--- src/rtl/sspf_pkg.sv ---
// Package: flag bit positions shared by the block, its checker and its bench.
package sspf_pkg;
    localparam int NFLAG = 3;
    localparam int F_RDRF = 0;
    localparam int F_TDRE = 1;
    localparam int F_TEND = 2;
endpackage

--- src/rtl/sspf_arm.sv ---
// Module: per-flag clear arming.
// A status read that shows a flag as 1 arms that flag. The next status write
// consumes every arm bit, and a 0 written to an armed flag asks for its clear.
// Assumes flags are registered and stable across the read cycle.
module sspf_arm #(
    parameter int NF = sspf_pkg::NFLAG
) (
    input  logic          clk,
    input  logic          rst_n,
    input  logic          stat_rd,
    input  logic          stat_wr,
    input  logic [NF-1:0] wdata,
    input  logic [NF-1:0] flags,
    output logic [NF-1:0] clr_req
);
    logic [NF-1:0] arm_q;

    for (genvar i = 0; i < NF; i++) begin : g_arm
        // Track "read as 1": set on a read, consumed by a write.
        always_ff @(posedge clk) begin
            if (!rst_n)
                arm_q[i] <= 1'b0;
            else if (stat_rd && flags[i])
                arm_q[i] <= 1'b1;
            else if (stat_wr)
                arm_q[i] <= 1'b0;
        end
        // Clear request only for an armed flag written with 0.
        assign clr_req[i] = stat_wr && !wdata[i] && arm_q[i];
    end
endmodule

--- src/rtl/sspf_tx.sv ---
// Module: transmit buffer, shifter handoff, free flag and done flag.
// Assumes the engine strobes eng_tx_load only when it takes a new word,
// and pulses eng_last_bit for one cycle per word.
module sspf_tx #(
    parameter int DATA_W = 8
) (
    input  logic              clk,
    input  logic              rst_n,
    input  logic              tx_en,
    input  logic              tend_late,
    input  logic              txd_wr,
    input  logic [DATA_W-1:0] txd,
    input  logic              tx_load,
    input  logic              last_bit,
    input  logic              clr_tdre,
    input  logic              clr_tend,
    output logic [DATA_W-1:0] shift_word,
    output logic              tdre,
    output logic              tend
);
    logic [DATA_W-1:0] buf_q;
    logic              last_d;
    logic              tend_set;

    // Hold the CPU's transmit word.
    always_ff @(posedge clk) begin
        if (!rst_n)         buf_q <= '0;
        else if (txd_wr)    buf_q <= txd;
    end

    // Hand the buffer to the shifter.
    always_ff @(posedge clk) begin
        if (!rst_n)         shift_word <= '0;
        else if (tx_load)   shift_word <= buf_q;
    end

    // Buffer-free flag: forced while disabled, set beats clear.
    always_ff @(posedge clk) begin
        if (!rst_n)                     tdre <= 1'b1;
        else if (!tx_en || tx_load)     tdre <= 1'b1;
        else if (txd_wr || clr_tdre)    tdre <= 1'b0;
    end

    // Delay the last-bit strobe for the late timing mode.
    always_ff @(posedge clk) begin
        if (!rst_n) last_d <= 1'b0;
        else        last_d <= last_bit;
    end

    assign tend_set = tdre && (tend_late ? last_d : last_bit);

    // Done flag: set beats both clear sources.
    always_ff @(posedge clk) begin
        if (!rst_n)                     tend <= 1'b1;
        else if (tend_set)              tend <= 1'b1;
        else if (txd_wr || clr_tend)    tend <= 1'b0;
    end
endmodule

--- src/rtl/sspf_rx.sv ---
// Module: receive buffer and its full flag.
// Assumes eng_rx_done is raised only for a correctly received word.
module sspf_rx #(
    parameter int DATA_W = 8
) (
    input  logic              clk,
    input  logic              rst_n,
    input  logic              rx_done,
    input  logic [DATA_W-1:0] rx_word,
    input  logic              rxd_rd,
    input  logic              clr_rdrf,
    output logic [DATA_W-1:0] rxd,
    output logic              rdrf
);
    // Capture the received word.
    always_ff @(posedge clk) begin
        if (!rst_n)         rxd <= '0;
        else if (rx_done)   rxd <= rx_word;
    end

    // Full flag: set beats a read or a software clear.
    always_ff @(posedge clk) begin
        if (!rst_n)                     rdrf <= 1'b0;
        else if (rx_done)               rdrf <= 1'b1;
        else if (rxd_rd || clr_rdrf)    rdrf <= 1'b0;
    end
endmodule

--- src/rtl/sspf_top.sv ---
// Module: status flag controller top.
// Joins the arming logic with the transmit and receive paths.
// Interrupt requests mirror the flags.
module sspf_top #(
    parameter int DATA_W = 8
) (
    input  logic              clk,
    input  logic              rst_n,
    input  logic              cpu_stat_rd,
    input  logic              cpu_stat_wr,
    input  logic [2:0]        cpu_wdata,
    input  logic              cpu_txd_wr,
    input  logic [DATA_W-1:0] cpu_txd,
    input  logic              cpu_rxd_rd,
    input  logic              tx_en,
    input  logic              tend_late,
    input  logic              eng_tx_load,
    input  logic              eng_last_bit,
    input  logic              eng_rx_done,
    input  logic [DATA_W-1:0] eng_rx_word,
    output logic [DATA_W-1:0] tx_shift_word,
    output logic [DATA_W-1:0] rxd_out,
    output logic [2:0]        status,
    output logic              irq_tend,
    output logic              irq_tdre,
    output logic              irq_rdrf
);
    import sspf_pkg::*;

    logic [NFLAG-1:0] clr;
    logic             tdre, tend, rdrf;

    assign status = {tend, tdre, rdrf};

    sspf_arm #(.NF(NFLAG)) arm_i (
        .clk(clk), .rst_n(rst_n), .stat_rd(cpu_stat_rd), .stat_wr(cpu_stat_wr),
        .wdata(cpu_wdata), .flags(status), .clr_req(clr)
    );

    sspf_tx #(.DATA_W(DATA_W)) tx_i (
        .clk(clk), .rst_n(rst_n), .tx_en(tx_en), .tend_late(tend_late),
        .txd_wr(cpu_txd_wr), .txd(cpu_txd), .tx_load(eng_tx_load),
        .last_bit(eng_last_bit), .clr_tdre(clr[F_TDRE]), .clr_tend(clr[F_TEND]),
        .shift_word(tx_shift_word), .tdre(tdre), .tend(tend)
    );

    sspf_rx #(.DATA_W(DATA_W)) rx_i (
        .clk(clk), .rst_n(rst_n), .rx_done(eng_rx_done), .rx_word(eng_rx_word),
        .rxd_rd(cpu_rxd_rd), .clr_rdrf(clr[F_RDRF]), .rxd(rxd_out), .rdrf(rdrf)
    );

    assign irq_tend = tend;
    assign irq_tdre = tdre;
    assign irq_rdrf = rdrf;
endmodule

--- config.mk ---
export PLATFORM = sky130hd
export DESIGN_NAME = sspf_top
export DESIGN_NICKNAME = d
export VERILOG_FILES = /design/src/rtl/sspf_pkg.sv /design/src/rtl/sspf_arm.sv /design/src/rtl/sspf_tx.sv /design/src/rtl/sspf_rx.sv /design/src/rtl/sspf_top.sv
export SDC_FILE = /design/constraint.sdc
export NUM_CORES = 1
export LEC_CHECK = 0
export ABC_AREA = 1
export BUFFER_PORTS_ARGS = -buffer_cell sky130_fd_sc_hd__buf_4
export CORE_MARGIN = 5
export CORE_UTILIZATION = 35
export CTS_BUF_LIST = sky130_fd_sc_hd__clkbuf_8 sky130_fd_sc_hd__clkbuf_16
export CTS_CLUSTER_DIAMETER = 200
export DETAILED_ROUTE_END_ITERATION = 8
export SETUP_SLACK_MARGIN = 0.05
export SLEW_MARGIN = 20
export SYNTH_ARGS = -nofsm -noshare
export SYNTH_HDL_FRONTEND = slang
export SYNTH_SLANG_ARGS = --single-unit
--- constraint.sdc ---
create_clock -name clk -period 1.4 [get_ports clk]
set_input_delay 0.14 -clock clk [delete_from_list [all_inputs] [get_ports clk]]
set_output_delay 0.14 -clock clk [all_outputs]
set_load 0.05 [all_outputs]
# After elaboration in Yosys (flattened, before gate mapping)

Cells that the tools add are included.

ROM bits: 0
Bits in latches: 0
Output and inout port bits: 22
RAM bits: 0
Word-level logic and storage cells: 42
Register bits after elaboration: 31
Input port bits: 30
Memories: 0

Bitwise gates (word level): 1
Shift operators: 0
Reduce and logical (&&, ||, !) cells: 24
Multiply operators: 0
Div/mod/pow operators: 0
Add/sub/neg operators: 0
Order comparisons: 0
Eq/ne operators: 0
Mux-type cells: 7

Operators with widths:

| kind               | number |
|---|---|
| logical AND 1 bit  | 10 |
| nonzero test 2 bit | 4 |
| 2-to-1 mux 1 bit   | 7 |
| logical NOT 1 bit  | 4 |
| logical OR 1 bit   | 4 |
| OR reduction 2 bit | 2 |
| NOT 1 bit          | 1 |

# Longest topological paths before layout

Gate-level depths: netlist of the first run.

Word-level depth: 6
Depth in mapped cells: 5
Gate-level depth less buffers: 4

# Modules after synthesis

From an unflattened synthesis of the first run, not the netlist that was laid out.

Cell total of the unflattened synthesis: 150
Area, all modules: 1,152.4 sq um

Modules (own cells, without submodules):

| module   | area an instance (sq um) | instances | sequential area each (sq um) | cells each |
|---|---|---|---|---|
| sspf_tx  | 693.2                    | 1         | 380.4                        | 88 |
| sspf_rx  | 309.0                    | 1         | 180.2                        | 39 |
| sspf_arm | 127.6                    | 1         | 60.1                         | 20 |
| sspf_top | 22.5                     | 1         | 0.0                          | 3 |

# Worst setup path before layout of the first run

OpenSTA, ideal clock, no wires.

Kind: register -> output
Start: register tx_i.tdre
End: output port status[1]
Buffers on the path: 1
Data required time: 1.260 ns
Path slack: 0.309 ns
Arrival time: 0.951 ns
Cell stages (with the launch flop): 2
Cells stage by stage: dfxtp_1 buf_4

RTL lines:

| element                | line           | RTL |
|---|---|---|
| from (decl)            | sspf_tx.sv:18  | `output logic tdre,` |
| from (signal assigned) | sspf_tx.sv:39  | `if (!rst_n) tdre <= 1'b1;` |
| from (signal assigned) | sspf_tx.sv:40  | `else if (!tx_en \|\| tx_load) tdre <= 1'b1;` |
| from (signal assigned) | sspf_tx.sv:41  | `else if (txd_wr \|\| clr_tdre) tdre <= 1'b0;` |
| to (decl)              | sspf_top.sv:23 | `output logic [2:0] status,` |

No word-level cell between the ends.

# Worst setup path after layout of the first run

Start: register tx_i.tdre
End: output port status[1]

No word-level cell between the ends.

==> reports/summary.md, run 1 <==
- result of the run: finished clean
- final standard cell count with taps included and fillers excluded: 243
- largest family of logic cells by synthesized area: simple AND/OR/NAND/NOR gates
- total number of H-tree levels: 2
- post-DP HPWL: 1.98 mm
- die width: 67.0 µm
- diodes inserted: 0
- detailed-route via count: 1,066
- I/O pin count: 52
- antenna violation net count after detailed routing: 0
- Crit-path slowest cell: sky130_fd_sc_hd__dfxtp_1
- number of antenna violations at the first check in global routing: 0
- overall power: 1.99 mW
- Simple-Gate Fraction of Synth Area: 0.226
- static leakage: 0.790 nW
- Max Freq: 0.945 GHz
- dpl ws: 0.551 ns
- post-DR wirelength/cell: 11.1 µm
- compound-cell area share of the yosys netlist: 0.143
- overall routing resource usage: 0.131
- pin count of the biggest net entering global routing: 27
- Num CTS Buffers: 5
- Clock Skew: 0.00266 ns
- power per standard cell area: 1250 mW/mm²
- reg-to-reg slack, setup: 0.66 ns
- synthesized-area fraction occupied by xor and xnor cells: 0
- weighted congestion reported at the end of routability-driven placement: 0.862
- DRT Pass-1 Iters: 4
- critical path endpoint category: output pin
- cells after synthesis: 147
- number of buffers inserted to repair setup after CTS: 0
- critical path, cell by cell: buf_4
- Worst R2R Path Depth: 4
- Setup TNS Final: 0 ns
- startpoint type of the worst setup path: register
- Least-Margin Pin Slew: 0.246 ns
- synthesis-to-layout area growth: 40.3%
- critical path start-end classification: reg2out
- clock sinks: 31
- proportion of layout cells with a drive suffix above 1: 0.312
- placed cell area: 0.00152 mm²
- CP Buf/Inv Count: 1
- average via count per standard cell: 4.39
- Port-buffer cells: 51
- total overflow reported by the global router: 0
- average size of a mapped cell: 7.75 µm²
- NumNets Final: 228
- post-layout min period: 1.06 ns
- Starting Density: 0.370
- flop and latch count out of synthesis: 31
- Worst Hold Slack: 0.0563 ns
- Clock transition at path regs: 0.06 ns
- Critical Path Start: tx_i.tdre$_SDFFE_PP1P_
- drt total wl: 2.71 mm
- largest voltage drop on the vdd net: 739 µV
- num rows: 20
- iteration-0 DRC count of the detailed router: 64
- area of all placed cells without fillers: 0.00160 mm²
- setup repair after global routing missed its margin: false
- CTS Hold Bufs: 0
- warning count from the yosys run: 0
- cell depth of the worst setup path: 1
- adder and majority gate portion of the synthesized area: 0
- number of maximum-capacitance violations: 0
- data required time of the worst path: 1.26 ns
- via count of the first global-routing pass: 1,049
- TritonCTS clock tree: yes
- final-report hold violation count: 0
- delay of the slowest cell on the worst path: 0.41 ns
- critical register-to-register path endpoint: rx_i.rdrf$_SDFFE_PN0P_
- family with the most delay on the worst path: flip-flops
- Critical Path AT: 0.92 ns
- post-CTS sizing: 0
- clock tree root buffer cell: sky130_fd_sc_hd__clkbuf_8
- share of the yosys chip area belonging to registers: 0.545
- portion of the clock cycle consumed by the worst path in the final layout: 0.756
- tightest slew margin relative to the limit: 0.836
- Core Area: 0.00308 mm²
- setup slack after layout: 0.342 ns
- proportion of synthesized area in mux cells: 0
- worst-skew pair later-pin latency: 0.27 ns
- synthesized net count: 177
- share of the core filled with cells in the final layout: 0.519
- count of pins over their slew limit: 0
- combined area of all synthesized cells: 0.00114 mm²
- wire length of the first global-routing pass: 4.42 mm
- Worst Path Max Fanout: 5
- height of the chip: 67.0 µm
- maximum clock insertion buffer count: 2
- Residual DRC: 0
- Reg2Reg Launch Point: rx_i.rdrf$_SDFFE_PN0P_
- number of different library cells in the post-synthesis netlist: 12
- worst hold path class: in2reg
- final setup violation count: 0
- total instance count after detailed placement: 235
- capturing element of the worst setup path: status[1]
- Die Outline Area: 0.00449 mm²
## power breakdown
group,internal [mW],switching [mW]
Combinational,0.142,0.246
Clock,0.333,0.297
Sequential,0.941,0.0332
## layout by cell type, fill, tap and decap left out
cell,n
sky130_fd_sc_hd__a21oi_1,5
sky130_fd_sc_hd__nand3_1,2
sky130_fd_sc_hd__clkbuf_8,5
sky130_fd_sc_hd__o21ai_1,17
sky130_fd_sc_hd__o21ai_2,2
sky130_fd_sc_hd__inv_1,9
sky130_fd_sc_hd__dfxtp_1,31
sky130_fd_sc_hd__inv_2,3
sky130_fd_sc_hd__nand2_1,16
sky130_fd_sc_hd__clkinv_2,1
sky130_fd_sc_hd__buf_4,51
sky130_fd_sc_hd__o21ai_0,7
sky130_fd_sc_hd__nor2_1,50
## final cells by class
class | instances | area [µm²]
Sequential cell | 31 | 621
Inverter | 10 | 37.5
Tap cell | 44 | 55.1
Timing Repair Buffer | 51 | 383
Clock buffer | 5 | 68.8
Multi-Input combinational cell | 99 | 420
Clock inverter | 3 | 12.5
Fill cell | 326 | 1480
## sequential cells by signal (all words and copies together) (netlist names)
name and count:
rx_i.rdrf 1, tx_i.tend 1, tx_i.shift_word 8, rx_i.rxd 8, arm_i.arm_q 3, tx_i.buf_q 8, tx_i.last_d 1, tx_i.tdre 1
## layer usage
metal | vias up | track usage | wire (µm) | share of wire
met1 | 458 | 0.162 | 1240 | 0.46
met2 | 39 | 0.193 | 1150 | 0.43
met5 | - | 0 | 0 | 0
li1 | 564 | - | - | -
met3 | 5 | 0.0455 | 268 | 0.099
met4 | 0 | 0.0785 | 42 | 0.016
## worst min path at each step
stage / cells after the start / slack [ns] / endpoint / startpoint
6_report: 3 / 0.06 / tx_i.last_d$_SDFF_PN0_ / eng_last_bit
5_1_grt: 3 / 0.07 / tx_i.last_d$_SDFF_PN0_ / eng_last_bit
4_1_cts: 3 / 0.05 / tx_i.last_d$_SDFF_PN0_ / eng_last_bit
3_5_place_dp: 3 / 0.34 / tx_i.last_d$_SDFF_PN0_ / eng_last_bit
3_3_place_gp: 3 / 0.34 / tx_i.last_d$_SDFF_PN0_ / eng_last_bit
2_1_floorplan: 2 / 0.24 / tx_i.last_d$_SDFF_PN0_ / eng_last_bit
## Yosys cell counts
library cell | number | share of area
sky130_fd_sc_hd__buf_4 | 5 | 0.033
sky130_fd_sc_hd__o21ai_2 | 2 | 0.015
sky130_fd_sc_hd__nand3_1 | 2 | 0.0088
sky130_fd_sc_hd__inv_1 | 7 | 0.023
sky130_fd_sc_hd__inv_2 | 3 | 0.0099
sky130_fd_sc_hd__buf_6 | 2 | 0.020
sky130_fd_sc_hd__dfxtp_1 | 31 | 0.55
sky130_fd_sc_hd__nor2_1 | 50 | 0.16
sky130_fd_sc_hd__nand2_1 | 16 | 0.053
sky130_fd_sc_hd__o21ai_1 | 17 | 0.075
sky130_fd_sc_hd__a21oi_1 | 5 | 0.022
sky130_fd_sc_hd__o21ai_0 | 7 | 0.031
## kinds of logic (layout without fill, tap and decap cells)
family / after synthesis / in the layout
AO/OA/AOI/OAI: 31 / 31
buffers and inverters: 17 / 69
flip-flops: 31 / 31
AND/OR/NAND/NOR: 68 / 68
## worst min-delay path: stages
cell and delay [ns]:
sky130_fd_sc_hd__buf_4 0.08, sky130_fd_sc_hd__nand2_1 0.04, sky130_fd_sc_hd__inv_1 0.04
No activity file was read; power rests on OpenSTA's default activity.
==> run 2: changes to the inputs <==
Settings changed: PLACE_DENSITY set to 0.65.
Clock period 1.4 ns to 0.9 ns, I/O delays scaled along.
==> run 2 against run 1 <==
  * Sequential share of layout area is 3.6 points lower
  * Critical path depth unchanged
  * Via count grew 3.4%
  * Cell area rose by 16%
  * Hold slack worse by 0.021 ns
  * Global-route usage rose by 1.1 points
  * Clock skew decreased by 0.0019 ns
==> reports/summary.md, run 2 (synthesis gave the netlist of run 1 again) <==
- result of the run: finished clean
- final standard cell count with taps included and fillers excluded: 248, +2.1%
- Die Outline Area: 0.00449 mm², unchanged
- pin count of the biggest net entering global routing: 18, -33%
- power per standard cell area: 1740 mW/mm², +40%
- hold path endpoint: tx_i.buf_q[0]$_SDFFE_PN0P_
- critical path start-end classification: reg2out
- Least-Margin Pin Slew: 0.203 ns, -0.0427 ns
- die width: 67.0 µm, unchanged
- portion of the clock cycle consumed by the worst path in the final layout: 0.983
- clock tree root buffer cell: sky130_fd_sc_hd__clkbuf_8
- CP Buf/Inv Count: 1, unchanged
- worst hold path class: in2reg
- count of pins over their slew limit: 0, unchanged
- GR met3 Demand/Resource: 0.0658, +0.0202
- data required time of the worst path: 0.81 ns, -0.45 ns
- drt total wl: 2.94 mm, +8.6%
- startpoint type of the worst setup path: register
- dpl ws: 0.174 ns, -0.377 ns
- detailed-route via count: 1,102, +3.4%
- tightest slew margin relative to the limit: 0.864, +0.0283
- post-DR wirelength/cell: 11.9 µm, +6.4%
- maximum clock insertion buffer count: 2, unchanged
- global-route track usage on met2: 0.225, +0.0319
- clock sinks: 31, unchanged
- NumNets Final: 235, +3.1%
- Worst R2R Path Depth: 5, +1
- critical register-to-register path endpoint: tx_i.tend$_SDFFE_PP1P_
- critical path, cell by cell: buf_8
- GR Util met1: 0.160, -0.00205
- hold depth: 3, unchanged
- largest registers: rx_i.rxd: 8 flops, tx_i.buf_q: 8 flops, tx_i.shift_word: 8 flops
- Clock Skew: 0.000721 ns, -0.00194 ns
- DRT Pass-1 Iters: 4, unchanged
- busiest metal layer after global routing: met2
- family with the most delay on the worst path: flip-flops
- num rows: 20, unchanged
- commonest non-fill, non-tap cell in the layout: sky130_fd_sc_hd__nor2_1
- final setup violation count: 0, unchanged
- average via count per standard cell: 4.44, +1.3%
- Critical Path Start: tx_i.tdre$_SDFFE_PP1P_
- antenna violation net count after detailed routing: 0, unchanged
- diodes inserted: 0, unchanged
- critical path endpoint category: output pin
- TritonCTS clock tree: yes
- Port-buffer cells: 51, unchanged
- height of the chip: 67.0 µm, unchanged
- Max Freq: 1.13 GHz
- total number of H-tree levels: 2, unchanged
- Num CTS Buffers: 5, unchanged
- I/O pin count: 52, unchanged
- Crit-path slowest cell: sky130_fd_sc_hd__dfxtp_4
- total overflow reported by the global router: 0, unchanged
- proportion of layout cells with a drive suffix above 1: 0.426, +0.115
- delay of the slowest cell on the worst path: 0.37 ns, -0.04 ns
- Worst Path Max Fanout: 3, -2
- final-report hold violation count: 0, unchanged
- total instance count after detailed placement: 236, +0.43%
- overall power: 3.22 mW, +61%
- wire length of the first global-routing pass: 4.66 mm, +5.6%
- post-DP HPWL: 2.08 mm, +5.0%
- Clock transition at path regs: 0.06 ns, about the same
- worst-skew pair later-pin latency: 0.27 ns, about the same
- iteration-0 DRC count of the detailed router: 39, -39%
- weighted congestion reported at the end of routability-driven placement: 0.805, -6.6%
- most frequent cells in the layout: 50 x sky130_fd_sc_hd__nor2_1, 34 x sky130_fd_sc_hd__buf_4, 22 x sky130_fd_sc_hd__buf_8
- Reg2Reg Launch Point: tx_i.tend$_SDFFE_PP1P_
- Fillers: 290, -11%
- share of the core filled with cells in the final layout: 0.600, +0.0813
- Starting Density: 0.370, unchanged
- reg-to-reg slack, setup: 0.06 ns, -0.60 ns
- startpoint of the tightest hold check path: cpu_txd[0]
- Core Area: 0.00308 mm², unchanged
- static leakage: 0.871 nW, +10%
- post-layout min period: 0.885 ns
- overall routing resource usage: 0.142, +0.0112
- Critical Path AT: 0.79 ns, -0.13 ns
- number of antenna violations at the first check in global routing: 0, unchanged
- setup repair after global routing missed its margin: true
- synthesis-to-layout area growth: 62.3%
- Residual DRC: 0, unchanged
- via count of the first global-routing pass: 1,084, +3.3%
- setup slack after layout: 0.0154 ns, -0.327 ns
- largest voltage drop on the vdd net: 1230 µV, +67%
- number of maximum-capacitance violations: 0, unchanged
==> run 2: changes by cell type in the layout (fill, tap and decap cells not counted), sizes merged <==
cell | before | now
clkinv | 1 | 0
dlygate4sd3 | 0 | 1
buf | 51 | 57
inv | 12 | 11
==> run 2: how the worst max path moves through the flow <==
stage               slack, ns                     end  depth (start not counted)
floorplan                0.05  rx_i.rdrf$_SDFFE_PN0P_                          4
global placement         0.20  tx_i.tdre$_SDFFE_PP1P_                          4
detailed placement       0.17  tx_i.tend$_SDFFE_PP1P_                          3
CTS                     0.009                irq_tdre                          1
global route            -0.02               status[1]                          1
finish                   0.02               status[1]                          1
==> run 2: where the power goes <==
group          leakage [nW]  total [mW]  switching (mW)  internal (mW)
Combinational         0.567       0.728           0.396          0.331
Sequential            0.263        1.55          0.0735           1.47
Clock                0.0413       0.942           0.440          0.502
Total                 0.871        3.22           0.910           2.31
==> run 2: metal layers <==
| layer | wire length [µm] | up-vias |
|---|---|---|
| li1 | - | 574 |
| met1 | 1230 | 485 |
| met2 | 1370 | 37 |
| met3 | 277 | 6 |
| met4 | 57 | 0 |
| met5 | 0 | - |
==> run 2: what timing repair did <==
action	CTS	global route
hold buffers	1	0
endpoints found under the setup margin	22	24
pin swaps	0	2
buffers inserted	4	1
resized for setup	53	8
endpoints found under the hold margin	1	0
==> run 2: layout make-up <==
class	count	area, µm²	share of cell area
flip-flops and latches	31	652	0.353
repair buffers	58	607	0.328
multi-input cells	99	424	0.230
clock buffers	5	68.8	0.0372
well taps	44	55.1	0.0298
inverters	10	37.5	0.0203
clock inverters	1	3.75	0.00203
==> run 2: worst min-delay path: stages <==
cell	delay, ns
sky130_fd_sc_hd__buf_4	0.08
sky130_fd_sc_hd__nor2_1	0.03
sky130_fd_sc_hd__nor2_1	0.08
==> run 2: metrics by stage <==
step | cell area, µm² | hold WS [ns] | TNS, ns
after floorplan | 1150 | 0.188 | 0
after global placement | 1540 | 0.284 | 0
after detailed placement | 1540 | 0.290 | 0
after CTS | 1820 | 0.0291 | 0
after global routing | 1850 | 0.0416 | -0.0714
final | 1850 | 0.0358 | 0
